===== src/rtl/ilv_pkg.sv =====
package ilv_pkg;
  localparam int unsigned GRAN_MIN_LOG2 = 6;
  localparam int unsigned GRAN_MAX_LOG2 = 12;
  localparam int unsigned GSEL_MAX      = GRAN_MAX_LOG2 - GRAN_MIN_LOG2;
  localparam int unsigned EDGE_W        = GRAN_MAX_LOG2 + 1;

  // granule select -> log2 of granule bytes, saturating at the largest size
  function automatic logic [3:0] gran_log2_of(input logic [2:0] sel);
    if (sel > 3'(GSEL_MAX)) return 4'(GRAN_MAX_LOG2);
    return 4'(GRAN_MIN_LOG2) + {1'b0, sel};
  endfunction

  // granule number of a byte address
  function automatic logic [63:0] gran_index(input logic [63:0] addr, input logic [3:0] glog2);
    return addr >> glog2;
  endfunction

  // beats of the given size from addr (rounded down to the size) to the next granule edge
  function automatic logic [EDGE_W-1:0] beats_to_edge(input logic [63:0] addr,
                                                      input logic [2:0]  size,
                                                      input logic [3:0]  glog2);
    logic [63:0] span;
    logic [63:0] off;
    span = 64'd1 << glog2;
    off  = addr & (span - 64'd1);
    return EDGE_W'((span >> size) - (off >> size));
  endfunction
endpackage


===== src/rtl/ilv_chop_calc.sv =====
module ilv_chop_calc #(
  parameter int ADDR_W = 32,
  parameter int BEAT_W = 9
) (
  input  logic [ADDR_W-1:0] addr,
  input  logic [BEAT_W-1:0] left,
  input  logic [2:0]        size,
  input  logic [3:0]        glog2,
  output logic [BEAT_W-1:0] beats,
  output logic [ADDR_W-1:0] next_addr,
  output logic              last
);
  import ilv_pkg::*;
  localparam int CW = (BEAT_W > int'(EDGE_W)) ? BEAT_W : int'(EDGE_W);

  logic [CW-1:0] span_beats;
  logic [CW-1:0] left_w;

  always_comb begin
    span_beats = CW'(beats_to_edge(64'(addr), size, glog2));
    left_w     = CW'(left);
    last       = (left_w <= span_beats);
    beats      = last ? left : BEAT_W'(span_beats);
    next_addr  = ((addr >> size) << size) + (ADDR_W'(beats) << size);
  end
endmodule


===== src/rtl/ilv_tgt_sel.sv =====
module ilv_tgt_sel #(
  parameter int ADDR_W = 32,
  parameter int TGT_W  = 3,
  parameter int TL_W   = 2
) (
  input  logic [ADDR_W-1:0] addr,
  input  logic [3:0]        glog2,
  input  logic [TL_W-1:0]   tlog2,
  output logic [TGT_W-1:0]  tgt
);
  import ilv_pkg::*;
  logic [TGT_W-1:0] gidx_low;

  always_comb gidx_low = TGT_W'(gran_index(64'(addr), glog2));

  // keep only the low tlog2 bits of the granule number: k mod 2^tlog2
  for (genvar i = 0; i < TGT_W; i++) begin : g_mask
    assign tgt[i] = gidx_low[i] & (tlog2 > TL_W'(i));
  end
endmodule


===== src/rtl/ilv_burst_splitter.sv =====
module ilv_burst_splitter #(
  parameter int ADDR_W = 32,
  parameter int LEN_W  = 8,
  parameter int ID_W   = 4,
  parameter int TGT_W  = 3
) (
  input  logic                      clk,
  input  logic                      rst_n,
  input  logic [2:0]                cfg_gran_sel,
  input  logic [$clog2(TGT_W+1)-1:0] cfg_tgt_log2,
  input  logic                      in_valid,
  output logic                      in_ready,
  input  logic [ADDR_W-1:0]         in_addr,
  input  logic [LEN_W-1:0]          in_len,
  input  logic [2:0]                in_size,
  input  logic [ID_W-1:0]           in_id,
  output logic                      out_valid,
  input  logic                      out_ready,
  output logic [ADDR_W-1:0]         out_addr,
  output logic [LEN_W-1:0]          out_len,
  output logic [2:0]                out_size,
  output logic [ID_W-1:0]           out_id,
  output logic [TGT_W-1:0]          out_tgt,
  output logic                      out_last
);
  import ilv_pkg::*;
  localparam int BEAT_W = LEN_W + 1;
  localparam int TL_W   = $clog2(TGT_W + 1);

  logic              busy;
  logic [ADDR_W-1:0] cur_addr;
  logic [BEAT_W-1:0] cur_left;
  logic [2:0]        cur_size;
  logic [ID_W-1:0]   cur_id;
  logic [3:0]        cur_glog2;
  logic [TL_W-1:0]   cur_tlog2;

  // named events for checks
  logic              in_accept;
  logic              out_fire;
  logic [BEAT_W-1:0] sub_beats;
  logic [ADDR_W-1:0] sub_next;
  logic              sub_last;
  logic [TL_W-1:0]   tlog2_clamped;
  logic [TGT_W-1:0]  tgt_mask;

  assign in_ready  = !busy;
  assign in_accept = in_valid && in_ready;
  assign out_fire  = out_valid && out_ready;
  assign tlog2_clamped = (cfg_tgt_log2 > TL_W'(TGT_W)) ? TL_W'(TGT_W) : cfg_tgt_log2;
  assign tgt_mask  = TGT_W'((32'd1 << cur_tlog2) - 32'd1);

  ilv_chop_calc #(.ADDR_W(ADDR_W), .BEAT_W(BEAT_W)) u_chop (
    .addr(cur_addr), .left(cur_left), .size(cur_size), .glog2(cur_glog2),
    .beats(sub_beats), .next_addr(sub_next), .last(sub_last)
  );

  ilv_tgt_sel #(.ADDR_W(ADDR_W), .TGT_W(TGT_W), .TL_W(TL_W)) u_tgt (
    .addr(cur_addr), .glog2(cur_glog2), .tlog2(cur_tlog2), .tgt(out_tgt)
  );

  always_ff @(posedge clk or negedge rst_n) begin
    if (!rst_n) begin
      busy      <= 1'b0;
      cur_addr  <= '0;
      cur_left  <= '0;
      cur_size  <= '0;
      cur_id    <= '0;
      cur_glog2 <= 4'(GRAN_MIN_LOG2);
      cur_tlog2 <= '0;
    end else if (in_accept) begin
      busy      <= 1'b1;
      cur_addr  <= in_addr;
      cur_left  <= BEAT_W'(in_len) + BEAT_W'(1);
      cur_size  <= in_size;
      cur_id    <= in_id;
      cur_glog2 <= gran_log2_of(cfg_gran_sel);
      cur_tlog2 <= tlog2_clamped;
    end else if (out_fire) begin
      if (sub_last) begin
        busy <= 1'b0;
      end else begin
        cur_addr <= sub_next;
        cur_left <= cur_left - sub_beats;
      end
    end
  end

  assign out_valid = busy;
  assign out_addr  = cur_addr;
  assign out_len   = LEN_W'(sub_beats - BEAT_W'(1));
  assign out_size  = cur_size;
  assign out_id    = cur_id;
  assign out_last  = sub_last;

  // a piece's last byte lies in the same granule as its first byte
  assert_one_granule_R3: assert property (@(posedge clk) disable iff (!rst_n)
    out_valid |-> (((sub_next - ADDR_W'(1)) >> cur_glog2) == (out_addr >> cur_glog2)));

  // no new request is taken while pieces are pending
  assert_input_blocked_R7: assert property (@(posedge clk) disable iff (!rst_n)
    out_valid |-> !in_ready);

  // request acceptance is followed by a valid piece
  assert_valid_after_accept_R7: assert property (@(posedge clk) disable iff (!rst_n)
    in_accept |=> out_valid);

  // stalled piece holds its fields
  assert_hold_when_stalled_R8: assert property (@(posedge clk) disable iff (!rst_n)
    (out_valid && !out_ready) |=> (out_valid && $stable(out_addr) && $stable(out_len)
                                   && $stable(out_tgt) && $stable(out_last)));

  // next piece of a burst goes to the following controller
  assert_rr_step_R11: assert property (@(posedge clk) disable iff (!rst_n)
    (out_fire && !out_last) |=> (out_valid && out_tgt == ((TGT_W'($past(out_tgt)) + TGT_W'(1)) & tgt_mask)));

  // pieces climb in address
  assert_ascending_R5: assert property (@(posedge clk) disable iff (!rst_n)
    (out_fire && !out_last) |=> (out_addr > $past(out_addr)));

  // after the flagged piece is taken the output goes idle
  assert_last_ends_R6: assert property (@(posedge clk) disable iff (!rst_n)
    (out_fire && out_last) |=> !out_valid);
endmodule


===== config.mk =====
export PLATFORM = sky130hd
export DESIGN_NAME = ilv_burst_splitter
export DESIGN_NICKNAME = d
export VERILOG_FILES = /design/src/rtl/ilv_pkg.sv /design/src/rtl/ilv_chop_calc.sv /design/src/rtl/ilv_tgt_sel.sv /design/src/rtl/ilv_burst_splitter.sv
export SDC_FILE = /design/constraint.sdc
export NUM_CORES = 1
export LEC_CHECK = 0
export CELL_PAD_IN_SITES_DETAIL_PLACEMENT = 0
export CELL_PAD_IN_SITES_GLOBAL_PLACEMENT = 2
export CORE_AREA = 2 2 131 133
export CTS_BUF_LIST = sky130_fd_sc_hd__clkbuf_8 sky130_fd_sc_hd__clkbuf_16
export CTS_CLUSTER_DIAMETER = 30
export DETAILED_ROUTE_END_ITERATION = 8
export DIE_AREA = 0 0 133 135
export DONT_BUFFER_PORTS = 1
export PLACE_DENSITY = 0.91
export RECOVER_POWER = 100
export SETUP_SLACK_MARGIN = 0.2
export SLEW_MARGIN = 20
export SYNTH_ARGS = -nofsm -noshare
export SYNTH_HDL_FRONTEND = slang
export SYNTH_SLANG_ARGS = --single-unit

===== constraint.sdc =====
create_clock -name clk -period 18.27 [get_ports clk]
set_clock_uncertainty 0.1 [all_clocks]
set_input_delay 2.7405 -clock clk [delete_from_list [all_inputs] [get_ports clk]]
set_output_delay 2.7405 -clock clk [all_outputs]
set_load 0.1 [all_outputs]

==> impl_metrics.yaml, run 1 <==
detailed_routing:
  drt-initial-drc-count: 492
  wl_per_cell_um: 19.7
  vias: 6358
  first_pass_iters: 5
  postRouteAntennaNets: 0
  vias_per_cell: 6.07
  drt-total-wl_um: 20600
  drcViolationCount: 0
synthesis:
  synthArstFlopShare_pct: 100
  syn_area_um2: 6810
  synth-edff-count: 0
  synth_area_leaders: "dfrtp_1 (19%), ha_1 (9.7%), mux2i_1 (7.8%)"
  synth_top_area_share_pct: 19.5
  synthTopCellsByCount: "nand2_1 (98), nor2_1 (72), o21ai_0 (62)"
  ys.flop_type: "dfrtp_1"
  syn_inst: 850
  ys_warn_count: 0
  synth-seq-cells: 55
  yosysSeqAreaShare_pct: 20.2
  synth_nets: 962
  avgSynthCellArea_um2: 8.01
  synth_area_leader_cell: "dfrtp_1"
  yosysMostFrequentCell: "nand2_1"
  yosys.cell_types.count: 72
setup_path:
  crit_path_max_fanout: 39
  slowest_delay_ns: 2.16
  critPathKind: "register to output pin"
  cp.required_ns: 15.43
  crit_arrival_ns: 11.50
  rr_startpoint: "out_size[1]"
  cp-end-kind: "output pin"
  rr_endpoint: "out_addr[18]"
  critPathBufInv: 3
  slowest_stage: "clkbuf_1"
  worstRegToRegCells: 37
  critPathTopFamily: "compound AO/OA/AOI/OAI gates"
  r2r_slack_ns: 4.75
  start_kind: "register"
outcome:
  outcome: "finished with violations"
  violations: "capacitance limit, slew limit"
grt:
  grt.overflow.total: 0
  antenna_found_initial: 0
  grt_pass1_wl_um: 32200
  grt_pass1_vias: 5969
  grtUsageTotal_pct: 22.6
  grt_max_degree: 59
placed_design:
  port_buffers: 0
  hpwlAfterDp_um: 15600
  routabilityCongestion: 0.905
cells_and_area:
  fill_cells: 1679
  drive_above_1_share_pct: 6.64
  area_delta_synth_final_pct: 5.49
  final_nets: 939
  num_antenna_cells: 0
clocking:
  cts_tree: "yes"
  cts_resized: 0
  cts_hold_buf: 0
  h-tree-depth: 2
  cts_num_sinks: 55
  cts_setup_buffers: 0
  max-clock-path-buffers: 2
  clock_latency_ns: 0.32
  path_clk_slew_ns: 0.08
  numCtsBuffers: 5
  cts-root-buf: "clkbuf_16"
floorplanning:
  core_area_um2: 16400
  row_count: 47
  dieArea_um2: 18000
  io_pins: 109
  die_h_um: 135
  start_util_pct: 41.5
  die_w_um: 133
sta:
  slew_viol_final: 245
  slew_headroom_pct: -121
  post-route-min-period_ns: 14.34
  period_share_pct: 78.5
  hold_viol: 0
  setup_tns_ns: 0
  final-setup-viol-count: 0
  worst_slew_pin_slew_ns: 3.29
  rsz0062_at_grt: "no"
  clock.fmax_mhz: 69.7
min_path:
  worstHoldPathCells: 2
  hold_class: "register to register"
  min-delay-start: "cur_tlog2[0]"
  whs_endpoint: "cur_tlog2[0]"
flow_run:
  drv_cap: 16
==> registers in the layout (all words and copies together) (netlist names) <==
signal,cells
cur_left,9
out_size,3
out_addr,32
cur_tlog2,2
out_id,4
out_valid,1
cur_glog2,4
==> area by class of cell <==
type	count	area, um^2	share of cell area, %
Multi-Input combinational cell	700	5090	70.9
Sequential cell	55	1380	19.2
Tap cell	220	275	3.83
Inverter	36	138	1.92
Clock buffer	5	125	1.74
Timing Repair Buffer	29	124	1.72
Clock inverter	3	50.0	0.697
==> metrics by stage <==
| step | std cells | setup WS, ns | utilization [%] | instance area [um^2] | hold slack, ns |
|---|---|---|---|---|---|
| floorplan | 850 | 5.53 | - | 6810 | 0.369 |
| global placement | 1040 | 6.95 | 43.6 | 7160 | 0.400 |
| detailed placement | 1040 | 6.71 | 43.6 | 7160 | 0.406 |
| CTS | 1048 | 6.36 | 44.7 | 7330 | 0.425 |
| global route | 1048 | 2.92 | 43.8 | 7190 | 0.482 |
| finish | 1048 | 3.93 | 43.8 | 7190 | 0.432 |
==> kinds of logic (layout without fill, tap and decap cells) <==
logic type,Yosys count,after routing,share of synthesized area [%]
AO/OA/AOI/OAI,231,231,22.2
XOR/XNOR,49,49,6.30
adder cells (fa/ha/maj),56,56,10.6
buffers and inverters,95,73,5.49
flip-flops,55,55,20.2
multiplexers,78,78,15.6
AND/OR/NAND/NOR,286,286,19.5
==> worst min-delay path, stage by stage, from the launching register on <==
cell and delay [ns]:
dfrtp_1 0.38, nand2_1 0.07, nand2_1 0.06
==> routing by layer <==
layer  global-route usage [%]  wire length, um  vias to the layer above
met5                        0                0                        -
met4                     8.42              588                        0
met3                     4.58             1440                       40
met2                     35.5             9510                      240
met1                     30.8             9070                     3009
li1                         -                -                     3069
==> placed cells by master (no fill, tap or decap), types with 3 or more instances in the layout <==
cell,instances
o22a_1,3
ha_1,53
and2_1,7
o21ai_0,62
nor2b_1,12
nand2b_1,7
a311oi_1,6
nor4_1,8
clkbuf_1,25
mux4_2,22
a211oi_1,10
xor2_1,18
nand4_1,11
xnor2_2,5
xnor2_1,26
nand3_1,19
a21oi_1,50
o31a_1,4
a21boi_0,3
nor3_1,14
o211ai_1,5
o21bai_1,7
mux2i_1,53
o21a_1,7
dfrtp_1,51
and3_1,18
nand2_1,98
fa_1,3
a31oi_1,14
nor2_1,72
clkbuf_16,5
a21o_1,14
o22ai_1,11
or3_1,9
a221o_1,3
buf_4,4
inv_1,32
==> worst max-delay path by stage <==
stage	start	to	slack (ns)	depth (start not counted)
finish	out_size[1]	out_len[4]	3.93	26
global route	out_size[1]	out_len[4]	2.92	26
CTS	cur_glog2[1]	out_len[4]	6.36	30
detailed placement	cur_glog2[1]	out_len[4]	6.71	30
global placement	cur_glog2[1]	out_len[4]	6.95	30
floorplan	cur_glog2[0]	out_len[4]	5.53	35
Power of run 1 is left out: the tool's default activity adds up to more than one toggle a clock period on the data nets, which glitch-free logic cannot reach.
==> inputs of run 2 (changes only) <==
CORE_AREA = 2 2 143 145   (was 2 2 131 133)
DIE_AREA = 0 0 145 147   (was 0 0 133 135)
PLACE_DENSITY = 0.81   (was 0.91)
clock period = 12.7 ns   (was 18.27 ns; I/O delays follow)
==> run 2 against run 1 <==
Compared with the run above:
- utilization fell by 7.1 points
- the run still ends with capacitance limit, slew limit left
- wire length rose by 3.4%
- highest routed layer unchanged
- largest cell class unchanged
- register-to-register slack worse by 3.0 ns
- die area is 19% higher
- critical path depth is 2 higher
- first-iteration DRC count decreased by 16%
- via count fell by 0.49%
- worst hold slack gained 0.0014 ns
- critical path type unchanged
- setup slack got worse by 2.4 ns
==> impl_metrics.yaml, run 2 (synthesis gave the netlist of run 1 again) <==
outcome:
  outcome: "finished with violations"
  violations: "capacitance limit, slew limit"
detailed_routing:
  drt-total-wl_um: 21300
  drt-initial-drc-count: 414
  drcViolationCount: 0
  wl_per_cell_um: 19.3
  postRouteAntennaNets: 0
  vias: 6327
  vias_per_cell: 5.74
  first_pass_iters: 5
placed_design:
  hpwlAfterDp_um: 16300
  port_buffers: 0
  routabilityCongestion: 0.856
floorplanning:
  io_pins: 109
  die_h_um: 147
  die_w_um: 145
  dieArea_um2: 21300
  start_util_pct: 34.3
  core_area_um2: 19800
  row_count: 52
sta:
  post-route-min-period_ns: 11.14
  clock.fmax_mhz: 89.8
  period_share_pct: 87.7
  hold_viol: 0
  final-setup-viol-count: 0
  slew_headroom_pct: -122
  rsz0062_at_grt: "no"
  worst_slew_pin_slew_ns: 3.30
  slew_viol_final: 178
  setup_tns_ns: 0
cells_and_area:
  multiInputGateArea_um2: 5110
  layout_common_cells: "nand2_1 (98), nor2_1 (72), o21ai_0 (62)"
  num_antenna_cells: 0
  fill_cells: 2111
  drive_above_1_share_pct: 7.21
  regArea_um2: 1380
  final_common_cell: "nand2_1"
  final_nets: 943
  area_delta_synth_final_pct: 6.96
  largest_reg_flops: 32
setup_path:
  cp.required_ns: 10.69
  worstRegToRegCells: 39
  crit_top_cell: "ha_1"
  slowest_delay_ns: 1.22
  crit_path_max_fanout: 30
  start_kind: "register"
  rr_startpoint: "cur_glog2[1]"
  slowest_stage: "dfstp_1"
  critPathKind: "register to output pin"
  cp-end-kind: "output pin"
  crit_arrival_ns: 9.14
  startpoint: "cur_glog2[1]"
clocking:
  path_clk_slew_ns: 0.08
  numCtsBuffers: 5
  cts-root-buf: "clkbuf_16"
  cts_resized: 0
  max-clock-path-buffers: 2
  h-tree-depth: 2
  clock_latency_ns: 0.31
  cts_setup_buffers: 0
  cts_hold_buf: 0
  cts_num_sinks: 55
  cts_tree: "yes"
grt:
  grt.overflow.total: 0
  grt_max_degree: 60
  grt_pass1_wl_um: 34000
  grt_pass1_vias: 6120
  grtUsageTotal_pct: 19.8
  antenna_found_initial: 0
min_path:
  min-delay-start: "cur_tlog2[0]"
  worstHoldPathCells: 2
  hold_class: "register to register"
flow_run:
  drv_cap: 16
==> run 2: cell types whose count changed in the layout (fill, tap and decap cells not counted), moves of 2 or more <==
cell	previous run	this run
dfrtp_2	2	0
dfrtp_1	51	53
clkbuf_1	25	23
buf_4	4	10
==> run 2: per-layer routing <==
layer / share of wire, % / routed length [um] / vias up / GRT usage [%]
met5: 0 / 0 / - / 0
met4: 1.2 / 250 / 0 / 4.50
met3: 6.0 / 1290 / 24 / 3.48
met2: 47 / 9980 / 205 / 31.9
met1: 46 / 9800 / 3025 / 27.7
li1: - / - / 3073 / -
==> run 2: layout make-up <==
cell class                      count  share of cell area [%]
Multi-Input combinational cell    700                    70.2
Sequential cell                    55                    18.9
Tap cell                          270                    4.64
Timing Repair Buffer               33                    2.22
Clock buffer                        6                    1.91
Inverter                           36                    1.89
Clock inverter                      2                   0.275
==> run 2: critical path: cells and delay by family, from the launching register on <==
family          cells  cell delay (ns)
mux                 3             1.49
compound gates      9             1.85
xor+xnor            2             0.33
flops               1             1.22
fa+ha+maj           3             1.08
simple gates        8             1.77
buf+inv             3             1.08
==> run 2: path summary, 6_finish.rpt <==
| kind | slack [ns] | end |
|---|---|---|
| max in group asynchronous | 11.12 | cur_glog2[2] |
| max | 1.56 | out_len[3] |
| min | 0.43 | cur_tlog2[0] |
| min in group asynchronous | 1.18 | out_addr[31] |
| min reg2reg | 0.43 | cur_tlog2[0] |
| max reg2reg | 1.75 | out_addr[18] |
==> run 2: stage by stage <==
step | hold WS [ns] | std cells | setup WS (ns) | instance area, um^2 | utilization [%]
3_5_place_dp | 0.408 | 1094 | 2.34 | 7250 | 36.5
4_1_cts | 0.427 | 1102 | 2.05 | 7410 | 37.3
6_report | 0.433 | 1102 | 1.56 | 7290 | 36.7
5_1_grt | 0.477 | 1102 | 0.847 | 7290 | 36.7
2_1_floorplan | 0.369 | 850 | 0.792 | 6810 | -
3_3_place_gp | 0.403 | 1094 | 2.59 | 7250 | 36.5
Power of run 2 is left out for the same reason.
